<file path="src/rtl/eeprom_rd_pkg.sv">
package eeprom_rd_pkg;
  localparam int ADDR_W = 11;
  localparam int HI_W   = ADDR_W - 8;
  localparam logic [3:0] DEV_CODE = 4'hA;

  typedef enum logic [2:0] {
    ST_IDLE, ST_INIT, ST_START, ST_TX, ST_RX, ST_STOP
  } st_e;

  function automatic logic [7:0] dev_sel(input logic [HI_W-1:0] hi, input logic rd);
    return {DEV_CODE, hi, rd};
  endfunction
endpackage

</file>
<file path="src/rtl/eeprom_rd_timer.sv">
module eeprom_rd_timer #(
  parameter int HOLD = 4
) (
  input  logic clk_i,
  input  logic rst_ni,
  input  logic restart_i,
  output logic tick_o
);
  localparam int TW = (HOLD > 1) ? $clog2(HOLD) : 1;
  logic [TW-1:0] cnt_q;

  always_ff @(posedge clk_i or negedge rst_ni) begin
    if (!rst_ni)             cnt_q <= '0;
    else if (restart_i)      cnt_q <= TW'(HOLD - 1);
    else if (cnt_q != '0)    cnt_q <= cnt_q - TW'(1);
  end

  assign tick_o = (cnt_q == '0);
endmodule

</file>
<file path="src/rtl/eeprom_rd_shift.sv">
module eeprom_rd_shift #(
  parameter int W = 8
) (
  input  logic         clk_i,
  input  logic         rst_ni,
  input  logic         shift_i,
  input  logic         bit_i,
  output logic [W-1:0] q_o
);
  always_ff @(posedge clk_i or negedge rst_ni) begin
    if (!rst_ni)      q_o <= '0;
    else if (shift_i) q_o <= {q_o[W-2:0], bit_i};
  end
endmodule

</file>
<file path="src/rtl/eeprom_rd_master.sv">
module eeprom_rd_master
  import eeprom_rd_pkg::*;
#(
  parameter int SETTLE_CYC = 250,
  parameter int CNT_W      = 8
) (
  input  logic                clk_i,
  input  logic                rst_ni,
  input  logic                start_i,
  input  logic [ADDR_W-1:0]   offset_i,
  input  logic [CNT_W-1:0]    count_i,
  input  logic                sda_i,
  output logic                scl_o,
  output logic                sda_o,
  output logic                sda_oe_o,
  output logic [7:0]          data_o,
  output logic                valid_o,
  output logic                done_o,
  output logic                error_o,
  output logic                busy_o
);
  localparam int HOLD = 2 * SETTLE_CYC;

  st_e               st_q, st_n;
  logic [3:0]        bit_q, bit_n;   // 0..7 data bits, 8 = acknowledge bit
  logic [1:0]        ph_q, ph_n;
  logic [1:0]        hdr_q, hdr_n;   // 0 select-write, 1 address low, 2 select-read
  logic [ADDR_W-1:0] off_q;
  logic [CNT_W-1:0]  left_q;
  logic              nack_q;
  logic              scl_q, sda_q, oe_q;
  logic              done_q, err_q, valid_q;
  logic              tick, busy, go, zero, adv, enter, last_ph, shift_en;
  logic [7:0]        tx_byte;

  assign busy    = (st_q != ST_IDLE);
  assign go      = !busy && start_i && (count_i != '0);
  assign zero    = !busy && start_i && (count_i == '0);
  assign adv     = busy && tick;
  assign enter   = go || adv;
  assign last_ph = (st_q == ST_STOP) ? (ph_q == 2'd2) : (ph_q == 2'd3);

  eeprom_rd_timer #(.HOLD(HOLD)) i_timer (
    .clk_i(clk_i), .rst_ni(rst_ni), .restart_i(enter), .tick_o(tick)
  );

  // sample read data while the clock is high (end of phase 1)
  assign shift_en = adv && (st_q == ST_RX) && (bit_q != 4'd8) && (ph_q == 2'd1);

  eeprom_rd_shift #(.W(8)) i_shift (
    .clk_i(clk_i), .rst_ni(rst_ni), .shift_i(shift_en), .bit_i(sda_i), .q_o(data_o)
  );

  always_comb begin
    st_n  = st_q;
    bit_n = bit_q;
    ph_n  = ph_q;
    hdr_n = hdr_q;
    if (go) begin
      st_n  = ST_INIT;
      bit_n = '0;
      ph_n  = '0;
      hdr_n = '0;
    end else if (adv) begin
      if (!last_ph) begin
        ph_n = ph_q + 2'd1;
      end else begin
        ph_n = '0;
        unique case (st_q)
          ST_INIT:  st_n = ST_START;
          ST_START: begin st_n = ST_TX; bit_n = '0; end
          ST_TX: begin
            if (bit_q != 4'd8)       bit_n = bit_q + 4'd1;
            else if (nack_q)         st_n  = ST_STOP;
            else if (hdr_q == 2'd0)  begin hdr_n = 2'd1; bit_n = '0; end
            else if (hdr_q == 2'd1)  begin hdr_n = 2'd2; st_n = ST_START; end
            else                     begin st_n = ST_RX; bit_n = '0; end
          end
          ST_RX: begin
            if (bit_q != 4'd8)              bit_n = bit_q + 4'd1;
            else if (left_q == CNT_W'(1))   st_n  = ST_STOP;
            else                            bit_n = '0;
          end
          ST_STOP: st_n = ST_IDLE;
          default: st_n = ST_IDLE;
        endcase
      end
    end
  end

  assign tx_byte = (hdr_n == 2'd1) ? off_q[7:0]
                                   : dev_sel(off_q[ADDR_W-1:8], hdr_n == 2'd2);

  // pin step applied on entry to each phase
  always_ff @(posedge clk_i or negedge rst_ni) begin
    if (!rst_ni) begin
      scl_q <= 1'b1;
      sda_q <= 1'b1;
      oe_q  <= 1'b0;
    end else if (enter) begin
      unique case (st_n)
        ST_IDLE: oe_q <= 1'b0;
        ST_INIT:
          unique case (ph_n)
            2'd0:    begin scl_q <= 1'b0; oe_q <= 1'b1; end
            2'd1:    sda_q <= 1'b0;
            2'd2:    scl_q <= 1'b1;
            default: sda_q <= 1'b1;
          endcase
        ST_START:
          unique case (ph_n)
            2'd0:    begin sda_q <= 1'b1; oe_q <= 1'b1; end
            2'd1:    scl_q <= 1'b1;
            2'd2:    sda_q <= 1'b0;
            default: scl_q <= 1'b0;
          endcase
        ST_TX:
          unique case (ph_n)
            2'd0: begin
              if (bit_n == 4'd8) begin oe_q <= 1'b0; sda_q <= 1'b1; end
              else begin oe_q <= 1'b1; sda_q <= tx_byte[3'd7 - bit_n[2:0]]; end
            end
            2'd1:    scl_q <= 1'b1;
            2'd2:    scl_q <= 1'b0;
            default: sda_q <= 1'b0;
          endcase
        ST_RX:
          unique case (ph_n)
            2'd0: begin
              if (bit_n == 4'd8) begin oe_q <= 1'b1; sda_q <= (left_q == CNT_W'(1)); end
              else begin oe_q <= 1'b0; sda_q <= 1'b1; end
            end
            2'd1:    scl_q <= 1'b1;
            2'd2:    scl_q <= 1'b0;
            default: sda_q <= 1'b0;
          endcase
        default:
          unique case (ph_n)
            2'd0:    begin sda_q <= 1'b0; oe_q <= 1'b1; end
            2'd1:    scl_q <= 1'b1;
            default: sda_q <= 1'b1;
          endcase
      endcase
    end
  end

  always_ff @(posedge clk_i or negedge rst_ni) begin
    if (!rst_ni) begin
      st_q    <= ST_IDLE;
      bit_q   <= '0;
      ph_q    <= '0;
      hdr_q   <= '0;
      off_q   <= '0;
      left_q  <= '0;
      nack_q  <= 1'b0;
      done_q  <= 1'b0;
      err_q   <= 1'b0;
      valid_q <= 1'b0;
    end else begin
      st_q  <= st_n;
      bit_q <= bit_n;
      ph_q  <= ph_n;
      hdr_q <= hdr_n;
      if (go) begin
        off_q  <= offset_i;
        left_q <= count_i;
        nack_q <= 1'b0;
      end
      if (adv && st_q == ST_TX && bit_q == 4'd8 && ph_q == 2'd1) nack_q <= sda_i;
      if (adv && st_q == ST_RX && bit_q == 4'd8 && last_ph) left_q <= left_q - CNT_W'(1);
      done_q  <= zero || (adv && st_q == ST_STOP && last_ph && !nack_q);
      err_q   <= adv && st_q == ST_STOP && last_ph && nack_q;
      valid_q <= adv && st_q == ST_RX && bit_q == 4'd7 && last_ph;
    end
  end

  assign scl_o    = scl_q;
  assign sda_o    = sda_q;
  assign sda_oe_o = oe_q;
  assign valid_o  = valid_q;
  assign done_o   = done_q;
  assign error_o  = err_q;
  assign busy_o   = busy;
endmodule

</file>
<file path="config.mk">
export PLATFORM = sky130hd
export DESIGN_NAME = eeprom_rd_master
export DESIGN_NICKNAME = d
export VERILOG_FILES = /design/src/rtl/eeprom_rd_pkg.sv /design/src/rtl/eeprom_rd_timer.sv /design/src/rtl/eeprom_rd_shift.sv /design/src/rtl/eeprom_rd_master.sv
export SDC_FILE = /design/constraint.sdc
export NUM_CORES = 1
export LEC_CHECK = 0
export BUFFER_PORTS_ARGS = -buffer_cell sky130_fd_sc_hd__buf_2
export CAP_MARGIN = 20
export CORE_MARGIN = 5
export CORE_UTILIZATION = 35
export CTS_CLUSTER_SIZE = 25
export DETAILED_ROUTE_END_ITERATION = 8
export GPL_TIMING_DRIVEN = 0
export PLACE_DENSITY = 0.51
export SYNTH_ARGS = -nofsm -noshare
export SYNTH_HDL_FRONTEND = slang
export SYNTH_HIERARCHICAL = 1
export SYNTH_SLANG_ARGS = --single-unit
</file>
<file path="constraint.sdc">
create_clock -name clk_i -period 5.01 [get_ports clk_i]
set_clock_uncertainty 0.15 [all_clocks]
set_input_delay 0.2505 -clock clk_i [delete_from_list [all_inputs] [get_ports clk_i]]
set_output_delay 0.2505 -clock clk_i [all_outputs]
set_load 0.02 [all_outputs]
</file>
## Word-level counts from Yosys, hierarchy flattened

Index checks and enable logic that the tools add are counted.

- Add/subtract/negate cells: 5
- Order comparisons: 1
- Eq/ne operators: 32
- Multiplexer cells: 60
- Bitwise logic cells: 1
- Reduce and logical (&&, ||, !) cells: 41

Operators by type and width:

| kind | number |
|---|---|
| 2-to-1 mux 4 bit | 9 |
| 2-to-1 mux 3 bit | 9 |
| 2-to-1 mux 8 bit | 3 |
| 2-to-1 mux 2 bit | 11 |
| logical AND 1 bit | 18 |
| 2-to-1 mux 9 bit | 2 |
| case mux 1 bit (2 select lines) | 8 |
| equality test 3 x 2 -> 1 bit, second input constant | 4 |
| 2-to-1 mux 1 bit | 12 |
| != test 2 bit, second input constant | 6 |
| case mux 3 bit (4 select lines) | 1 |
| case mux 4 bit (3 select lines) | 1 |
| equality test 3 bit, second input constant | 3 |
| zero test 9 bit | 1 |
| nonzero test 9 bit | 1 |
| subtractor 9 x 1 -> 9 bit, second input constant | 1 |
| equality test 2 x 1 -> 1 bit, second input constant | 4 |
| equality test 2 bit, second input constant | 4 |
| equality test 4 bit, second input constant | 2 |
| equality test 8 x 1 -> 1 bit, second input constant | 1 |
| zero test 8 bit | 1 |
| nonzero test 2 bit | 4 |
| nonzero test 8 bit | 1 |
| subtractor 8 x 1 -> 8 bit, second input constant | 1 |
| 25 further kinds | 32 |

- Register bits: 54
- Input port bits: 23
- Output and inout bits: 15
- Word-level logic and storage cells: 155

## Longest topological paths before layout

- Depth in word-level cells: 16
- Gate-level depth with buffers: 16
- Depth with buffers taken out: 15

## Cells and area by module

The synthesis kept the hierarchy.

By module, submodules not included:

| module | times used | cells an instance | area each (um^2) | sequential area each (um^2) |
|---|---|---|---|---|
| eeprom_rd_master | 1 | 309 | 2635.0 | 928.4 |
| eeprom_rd_timer | 1 | 47 | 469.2 | 225.2 |
| eeprom_rd_shift | 1 | 17 | 331.6 | 200.2 |

## Least setup slack after synthesis

No wires, ideal clock.

- Kind: register -> register
- Start: reg i_timer.cnt_q[0]
- End: reg scl_q, in the netlist scl_o
- Library setup time: 0.085 ns
- Arrival time: 3.372 ns
- Data required time: 4.775 ns
- Path slack: 1.403 ns
- Stages on the path, launching flop included: 15
- Buffers on the path: 3
- Clock period less this slack: 3.607 ns
- Cells stage by stage: dfrtp_1 inv_1 ha_1 or4b_1 buf_2 nor2_4 nand3_1 or3_1 buf_2 o221a_2 nand3_2 buf_4 mux2i_1 a221oi_1 mux2_1

- Cells in the longest elaborated chain, start to end: 8
- Elaborated cells on any way between the ends: 27
- Classes of those cells: eq/ne (9); mux (8); bitwise (1); reduce/logical (9)

RTL lines:

| item | line | RTL |
|---|---|---|
| start, declared | eeprom_rd_timer.sv:10 | `logic [TW-1:0] cnt_q;` |
| start signal, assigned | eeprom_rd_timer.sv:14 | `else if (restart_i) cnt_q <= TW'(HOLD - 1);` |
| start signal, assigned | eeprom_rd_timer.sv:15 | `else if (cnt_q != '0) cnt_q <= cnt_q - TW'(1);` |
| zero test 9 bit * | eeprom_rd_timer.sv:18 | `assign tick_o = (cnt_q == '0);` |
| via tick | eeprom_rd_master.sv:33 | `logic tick, busy, go, zero, adv, enter, last_ph, shift_en;` |
| logical AND 1 bit * | eeprom_rd_master.sv:39 | `assign adv = busy && tick;` |
| 2-to-1 mux 3 bit * | eeprom_rd_master.sv:64 | `end else if (adv) begin` |
| 2-to-1 mux 3 bit * | eeprom_rd_master.sv:59 | `if (go) begin` |
| via st_n[0] | eeprom_rd_master.sv:24 | `st_e st_q, st_n;` |
| equality test 3 bit / equality test 3 x 2 -> 1 bit (equally long branches) | eeprom_rd_master.sv:101 | `unique case (st_n)` |
| OR reduction 2 bit (no source line) | -- |  |
| != test 3 x 1 -> 1 bit (no source line) / nonzero test 4 bit (equally long branches) | -- |  |
| AND reduction 6 bit (no source line) | -- |  |
| end signal, assigned | eeprom_rd_master.sv:97 | `scl_q <= 1'b1;` |
| end signal, assigned | eeprom_rd_master.sv:105 | `2'd0: begin scl_q <= 1'b0; oe_q <= 1'b1; end` |
| end signal, assigned | eeprom_rd_master.sv:107 | `2'd2: scl_q <= 1'b1;` |
| end, declared | eeprom_rd_master.sv:31 | `logic scl_q, sda_q, oe_q;` |

Mark *: on every way through the listed nets, which the timed path passes. The rest lies on a longest branch.
A chain may end at the register's enable or synchronous reset.

## Worst setup path in the final report

- Start: reg i_timer.cnt_q[0]
- End: reg sda_q, in the netlist sda_o

- Elaborated cells on any way between the ends: 43
- Classes of those cells: add/sub (1); eq/ne (14); mux (19); bitwise (1); reduce/logical (8)

RTL lines:

| item | line | RTL |
|---|---|---|
| zero test 9 bit * | eeprom_rd_timer.sv:18 |  |
| via tick | eeprom_rd_master.sv:33 |  |
| logical AND 1 bit * | eeprom_rd_master.sv:39 |  |
| 2-to-1 mux 3 bit * | eeprom_rd_master.sv:64 |  |
| 2-to-1 mux 3 bit * | eeprom_rd_master.sv:59 |  |
| via st_n[0] | eeprom_rd_master.sv:24 |  |
| equality test 3 bit, or another cell as far along | eeprom_rd_master.sv:101 |  |
| != test 5 bit (no source line), or another cell as far along | -- |  |
| AND reduction 7 bit (no source line) | -- |  |
| end signal, assigned | eeprom_rd_master.sv:98 | `sda_q <= 1'b1;` |
| end signal, assigned | eeprom_rd_master.sv:106 | `2'd1: sda_q <= 1'b0;` |
| end signal, assigned | eeprom_rd_master.sv:108 | `default: sda_q <= 1'b1;` |
| end, declared | eeprom_rd_master.sv:31 |  |

Mark *: on every way through the listed nets, which the timed path passes. The rest lies on a longest branch. The select of a mux whose other input is x is not followed.

==> impl_metrics.tcl <==
set metrics [dict create \
    status "completed" \
    hold_path_class "input pin to flip-flop" \
    die_x_microns 109.1 \
    start_util_pct 35.48 \
    powerDensity_nw_per_um2 224.2 \
    finalNonFillerCells 563 \
    clkLatencyLatePin_ps 310 \
    io_buffer_count 37 \
    synth-edff-count 0 \
    dp_cells 544 \
    hold_slack_ps 9.330 \
    cts_root_buf "clkbuf_8" \
    via_per_inst 5.133 \
    wl_per_cell_microns 15.24 \
    post_cts_buffers 0 \
    cts.sinks 54 \
    fmax_mhz 233.9 \
    first_pass_iters 4 \
    diodes 0 \
    syn_area_sq_um 3436 \
    multi_input_area_sq_um 1903 \
    nets 463 \
    synth_area_leaders "dfrtp_1 (38%), nand2_1 (5.9%), ha_1 (4.0%), mux2_4 (3.5%), nor2_1 (2.9%)" \
    hp-start "offset_i[1]" \
    hold_viol 0 \
    synth_xor_area_share_pct 1.784 \
    critPathLaunchType "flip-flop" \
    relSlewSlack_pct 44.28 \
    synth_common_cells "nand2_1 (54), dfrtp_1 (52), nor2_1 (27)" \
    synth_top_family_by_area "simple AND/OR/NAND/NOR gates" \
    clkTransAtPathRegs_ps 110 \
    final-setup-viol-count 0 \
    worst_pin_slew_ps 835.8 \
    fin_crit_sh_pct 85.32 \
    grt_pass1_vias 2784 \
    nFillCells 986 \
    drt.antenna.violating_nets 0 \
    slew_violations 0 \
    cts_tree "done" \
    place.gp.congestion 0.8278 \
    synth-simple-area-share_pct 23.05 \
    ir_drop_v 0.0001033 \
    drcViolationCount 0 \
    die_area_sq_um 11900 \
    drtIter0Drc 148 \
    syn_area_per_cell_sq_um 9.211 \
    rows 36 \
    drv_cap 0 \
    register_area_sq_um 1354 \
    grt-ovfl-total 0 \
    grt_start_max_net_pins 30 \
    die_h_microns 109.1 \
    p_leak_nw 1.839 \
    finalPower_uw 900.3 \
    crit_path_start "i_timer/cnt_q[0]" \
    drt_wl_total_microns 8578 \
    synthDistinctLibCells 77 \
    grtUsageTotal_pct 14.62 \
    rsz0062_at_grt "no" \
    placed_cell_area_sq_um 3807 \
    dp_slack_ps 715.3 \
    netlist_instances 373 \
    core-area_sq_um 9684 \
    synth_compound_area_share_pct 20.03 \
    place_hpwl_microns 6294 \
    fin_area_sq_um 4016 \
    worstReg2RegStart "i_timer/cnt_q[0]" \
    ys_seq_area_share_pct 39.40 \
    antenna_found_initial 0 \
    cp_data_arrival_time_ps 4360 \
    crit_required_ps 5100 \
    synth_seq_cells 54 \
    grt_pass1_wl_microns 13880 \
    area_growth_pct 16.90 \
    synth-async-reset-ratio_pct 100.0 \
    synth_nets 407 \
    crit_type "flip-flop to flip-flop" \
    drive_above_1_share_pct 20.00 \
    worstPathMaxFanout 12 \
    yosysTopAreaCell "dfrtp_1" \
    cts_buffers 5 \
    fin_crit_ps 4275 \
    utilization_pct 41.47 \
    synth_warnings 6 \
    synth_most_common_cell "nand2_1" \
    yosys.area_share.adder_pct 4.006 \
    ios 38 \
    yosysTopAreaCellShare_pct 37.87 \
    clk_path_buf_depth 2 \
    synthFlopType "dfrtp_1" \
    finalSetupTns_ps 0 \
    ctsHtreeMaxLevel 2 \
    fin_ws_ps 735.5 \
    vias 2890 \
    endpoint_kind "flip-flop" \
    synthMuxAreaShare_pct 6.519 \
]
## placed cells by master, fill, tap and decap left out, types with 8 or more instances in the layout
cell,count
nor3_1,10
nor2_1,27
inv_1,20
ha_1,11
dlygate4sd3_1,11
a21oi_1,16
buf_2,42
mux2_4,8
nand3_1,10
nand2_1,54
dfrtp_1,52
o21ai_0,20
## timing repair
action                                 4_1_cts  5_1_grt
endpoints found under the hold margin       34        0
hold buffers                                11        0
gates resized for setup                      0        0
## area by class of cell
type / instances / area share, %
Buffer: 15 / 2.399
Clock buffer: 6 / 2.056
Clock inverter: 2 / 0.4050
Inverter: 22 / 2.056
Multi-Input combinational cell: 282 / 47.38
Sequential cell: 54 / 33.71
Tap cell: 133 / 4.143
Timing Repair Buffer: 49 / 7.850
## layer usage
metal | track usage, % | share of wire (%) | vias to the layer above
li1 | - | - | 1456
met2 | 22.81 | 45 | 45
met1 | 21.11 | 51 | 1383
met5 | 0 | 0 | -
met3 | 2.309 | 3.2 | 6
met4 | 3.607 | 0.94 | 0
## critical path, stage by stage (launching register included)
cell	delay (ps)
dfrtp_1	420
inv_1	90
ha_1	190
or4b_1	430
buf_2	180
nor2_4	300
nand3_1	360
or3_1	430
buf_2	170
o221a_2	270
nand3_2	110
buf_4	190
nand2_1	60
a211o_1	320
nor4_1	380
o32ai_1	130
## worst paths after layout
| path | to | slack [ps] | depth (start not counted) |
|---|---|---|---|
| setup reg to reg | sda_o | 740 | 15 |
| setup / recovery | sda_o | 740 | 15 |
| min in group asynchronous | ph_q[1] | 360 | 2 |
| hold / removal | off_q[1] | 9 | 3 |
| max in group asynchronous | sda_o | 3680 | 3 |
| hold reg to reg | off_q[7] | 340 | 2 |
## cells by family (layout without fill, tap and decap cells)
family,Yosys count,count (layout)
xor+xnor,7,7
mux,18,18
fa+ha+maj,11,11
compound gates,94,94
flops,54,54
buf+inv,37,94
simple gates,152,152
## registers in the layout, indices dropped and copies added (netlist names)
| name | count |
|---|---|
| valid_o | 1 |
| bit_q | 4 |
| sda_oe_o | 1 |
| left_q | 8 |
| off_q | 11 |
| sda_o | 1 |
| ph_q | 2 |
| i_shift/q_o | 8 |
| st_q | 3 |
| error_o | 1 |
| scl_o | 1 |
| hdr_q | 2 |
| nack_q | 1 |
| done_o | 1 |
| i_timer/cnt_q | 9 |
## power breakdown
group / internal, mW / switching (mW) / leakage [nW] / total (mW)
sequential: 0.469 / 0.0337 / 0.659 / 0.503
clock: 0.114 / 0.159 / 0.0478 / 0.274
combinational: 0.0584 / 0.0652 / 1.13 / 0.124
total: 0.642 / 0.258 / 1.84 / 0.900
(Power assumes the default switching activity.)
